## config.mk

```make
export PLATFORM = sky130hd
export DESIGN_NAME = dbi_flag_gen
export DESIGN_NICKNAME = d
export VERILOG_FILES = /design/src/rtl/dbi_flag_gen.sv
export SDC_FILE = /design/constraint.sdc
export NUM_CORES = 1
export LEC_CHECK = 0
export CAP_MARGIN = 5
export CORE_MARGIN = 2
export CORE_UTILIZATION = 30
export DETAILED_ROUTE_END_ITERATION = 8
export DONT_BUFFER_PORTS = 1
export SKIP_LAST_GASP = 1
export SYNTH_ARGS = -nofsm -noshare
export SYNTH_HDL_FRONTEND = slang
export SYNTH_SLANG_ARGS = --single-unit
```

## constraint.sdc

```tcl
create_clock -name clk -period 10.87 [get_ports clk]
set_clock_uncertainty 0.1 [all_clocks]
set_input_delay 3.261 -clock clk [delete_from_list [all_inputs] [get_ports clk]]
set_output_delay 3.261 -clock clk [all_outputs]
set_load 0.02 [all_outputs]
```

## src/rtl/dbi_flag_gen.sv

```systemverilog
module dbi_flag_gen #(
  parameter int W         = 8,
  parameter int TAP_A     = 0,
  parameter int TAP_B     = 1,
  parameter int TAP_C     = 2,
  parameter int TAP_D     = 3,
  parameter bit NAND_ONLY = 1'b0
) (
  input  logic         clk,
  input  logic         rst_n,
  input  logic         in_valid,
  input  logic [7:0]   in_data,
  output logic         out_valid,
  output logic [7:0]   out_data,
  output logic         out_flag
);
  localparam int SW = 3;

  logic [W-1:0]  word_q;
  logic          vld_q;
  logic [SW-1:0] narrow_sum;
  logic          over_half;
  logic          tap_all;
  logic          flag;

  always_ff @(posedge clk or negedge rst_n) begin
    if (!rst_n) begin
      word_q <= '0;
      vld_q  <= 1'b0;
    end else begin
      vld_q <= in_valid;
      if (in_valid) word_q <= in_data;
    end
  end

  // Deliberately narrow: the sum wraps to zero on an all-ones word
  always_comb begin
    narrow_sum = '0;
    for (int i = 0; i < W; i++) narrow_sum = narrow_sum + SW'(word_q[i]);
  end

  assign over_half = (narrow_sum > SW'(3));

  generate
    if (NAND_ONLY) begin : g_nand
      logic n_taps, n_cmp;
      assign n_taps = ~(word_q[TAP_A] & word_q[TAP_B] & word_q[TAP_C] & word_q[TAP_D]);
      assign n_cmp  = ~(over_half & over_half & over_half & over_half);
      assign flag   = ~(n_taps & n_cmp & 1'b1 & 1'b1);
      assign tap_all = ~n_taps;
    end else begin : g_andor
      assign tap_all = word_q[TAP_A] & word_q[TAP_B] & word_q[TAP_C] & word_q[TAP_D];
      assign flag    = over_half | tap_all;
    end
  endgenerate

  assign out_valid = vld_q;
  assign out_flag  = flag;
  assign out_data  = word_q ^ {W{flag}};
endmodule


```

==> results.cfg <==
[power]
leakagePower_nw = 0.362
power.density_mw_per_mm2 = 189
p_switching_uw = 82.8
p_sw_share_pct = 48.1
pwr-share-comb_pct = 62.0
power.internal_uw = 89.3
pwr-share-clk_pct = 14.4
power.share.sequential_pct = 23.6
peakVddDrop_mv = 0.0800

[critical_path]
crit_type = flop to output port
required_ns = 7.51
cp.arrival_ns = 3.74
crit_fanout = 14
cp-end-kind = output port
startpoint_type = flop

[yosys]
synth_cells = 102
async_flop_share_pct = 100
synth_nets = 119
syn_avg_cell_area_um2 = 8.68
synth_top_area_share_pct = 25.4
yosysTopAreaCell = dfrtp_1
synth_common_cells = 24 x nand2_1, 10 x inv_1, 9 x dfrtp_1, 7 x o21ai_1
ys_seq_area_share_pct = 25.4
synth_ff_type = dfrtp_1
synth_most_common_cell = nand2_1
synth.cell_area_um2 = 886
yosysWarnings = 0
ys_ff_latch = 9
synth.area.top_cells = dfrtp_1 25%, a2111oi_2 10%, nand2_1 10%, fa_1 6.8%, nor4b_1 5.9%
synthDistinctLibCells = 24
synth_edf_count = 0

[timing]
fmax_ghz = 0.141
setup_violations = 0
tightestPinTransition_ns = 0.734
maxSlewHeadroom_pct = 51.1
finalMaxSlewViolations = 0
min_period_ns = 7.10
hold_ws_ns = 0.574
hold_viol = 0
fin_ws_ns = 3.77
finalCritPeriodShare_pct = 65.3
rsz0062_at_grt = no
setup_tns_ns = 0

[clock_network]
cts_tree = built
cts_sinks = 9
clk_latency_ns = 0.25
clk_pin_slew_worst_paths_ns = 0.06
htreeDepth = 1
cts_resized = 0
cts-root-buf = clkbuf_4
ctsHoldBuffers = 0
clk_path_buf_depth = 2
cts_inserted_buffers = 3
cts_setup_buffers = 0

[route]
first_pass_iters = 4
ant_nets = 0
drt_iter0_drc = 17
wl_per_cell_um = 15.1
vias_per_cell = 5.58
vias = 726
drc = 0
drt-total-wl_mm = 1.96

[grt]
grt_max_degree = 22
overflow = 0
antenna_found_initial = 0
grt_pass1_vias = 704
track_usage_pct = 12.1
grt_first_pass_wirelength_mm = 3.26

[run_status]
status = finished, final reports clean

[finish]
fillers = 289
area_growth_pct = 2.68
drive_gt1_share_pct = 15.2
layout.nets = 117
fin_area_um2 = 910
antenna_cells = 0

[hold_path]
min_path_type = flop to flop

[placed_design]
place_hpwl_mm = 1.49
place_congestion = 0.806
pre_cts_ws_ns = 4.04
place_area_um2 = 883
numPortBuffers = 0

[floorplan]
fp-row-count = 19
die_h_um = 58.3
die_w_um = 58.3
die_area_mm2 = 0.00340
initial_utilization_pct = 31.8
io_pins = 21
coreArea_mm2 = 0.00278

[job]
maxCapViolations = 0
[registers in the layout (all words and copies together), names as in the netlist]
name,count
word_q,8
out_valid,1
[cells in the final DEF (no fill, tap or decap)]
cell type	netlist	routed
o22ai_1	6	6
nand4b_1	1	1
or2_1	1	1
clkbuf_1	2	1
fa_1	3	3
clkbuf_4	0	3
and3_1	1	1
dfrtp_1	9	9
mux2i_1	2	2
o211ai_4	1	1
nand2_1	24	24
ha_1	3	3
inv_1	10	10
and3b_4	1	1
nand3_1	1	1
mux2_1	1	1
o21ai_1	7	7
nor2_1	6	6
nor3b_1	2	2
nor3b_2	4	4
nor4b_1	6	6
a2111oi_2	6	6
[worst max-delay path, stage by stage, from the launching register on]
cell	delay, ns
dfrtp_1	0.42
inv_1	0.15
fa_1	0.57
fa_1	0.43
fa_1	0.36
inv_1	0.06
ha_1	0.43
or2_1	0.21
o211ai_4	0.18
a2111oi_2	0.66
[final timing paths]
path	startpoint	to	slack, ns	depth (start not counted)
worst min-delay path	word_q[3]	word_q[3]	0.57	2
min in group asynchronous	rst_n	word_q[2]	2.60	0
worst max-delay path	word_q[0]	out_data[1]	3.77	9
worst max register to register	word_q[2]	word_q[2]	9.87	1
max in group asynchronous	rst_n	word_q[6]	8.00	0
worst min register to register	word_q[3]	word_q[3]	0.57	2
[power groups by stage]
| stage | Clock, mW | Combinational, mW | Sequential (mW) |
|---|---|---|---|
| floorplan | 0 | 0.0972 | 0.0399 |
| CTS | 0.0263 | 0.107 | 0.0405 |
| detailed placement | 0 | 0.107 | 0.0411 |
| global route | 0.0280 | 0.115 | 0.0411 |
| finish | 0.0249 | 0.107 | 0.0406 |
| global placement | 0 | 0.106 | 0.0410 |
[stage by stage]
stage               instances  total power, mW  utilization [%]
floorplan                 102            0.137                -
global placement          126            0.147             31.8
detailed placement        126            0.148             31.8
CTS                       130            0.174             32.7
global route              130            0.184             32.7
finish                    130            0.172             32.7
[area by class of cell]
| type | instances | area, um^2 | area share (%) |
|---|---|---|---|
| well taps | 31 | 38.8 | 4.26 |
| flip-flops and latches | 9 | 225 | 24.8 |
| multi-input cells | 76 | 582 | 64.0 |
| inverters | 10 | 37.5 | 4.13 |
| clock buffers | 4 | 26.3 | 2.89 |
[routing by layer]
metal  GRT usage, %  up-vias  wire [um]
li1               -      352          -
met1           16.2      357        922
met2           20.4       17        964
met3           1.32        0         72
met4           3.99        0          0
met5              0        -          0
[cell families (layout without fill, tap and decap cells)]
kind of cell,after synthesis,count (layout),share of synthesized area [%]
fa+ha+maj,6,6,11.0
simple gates,47,47,30.4
flops,9,9,25.4
compound gates,20,20,20.8
mux,3,3,3.53
buf+inv,17,14,8.90
Power figures use the tool's default switching activity.
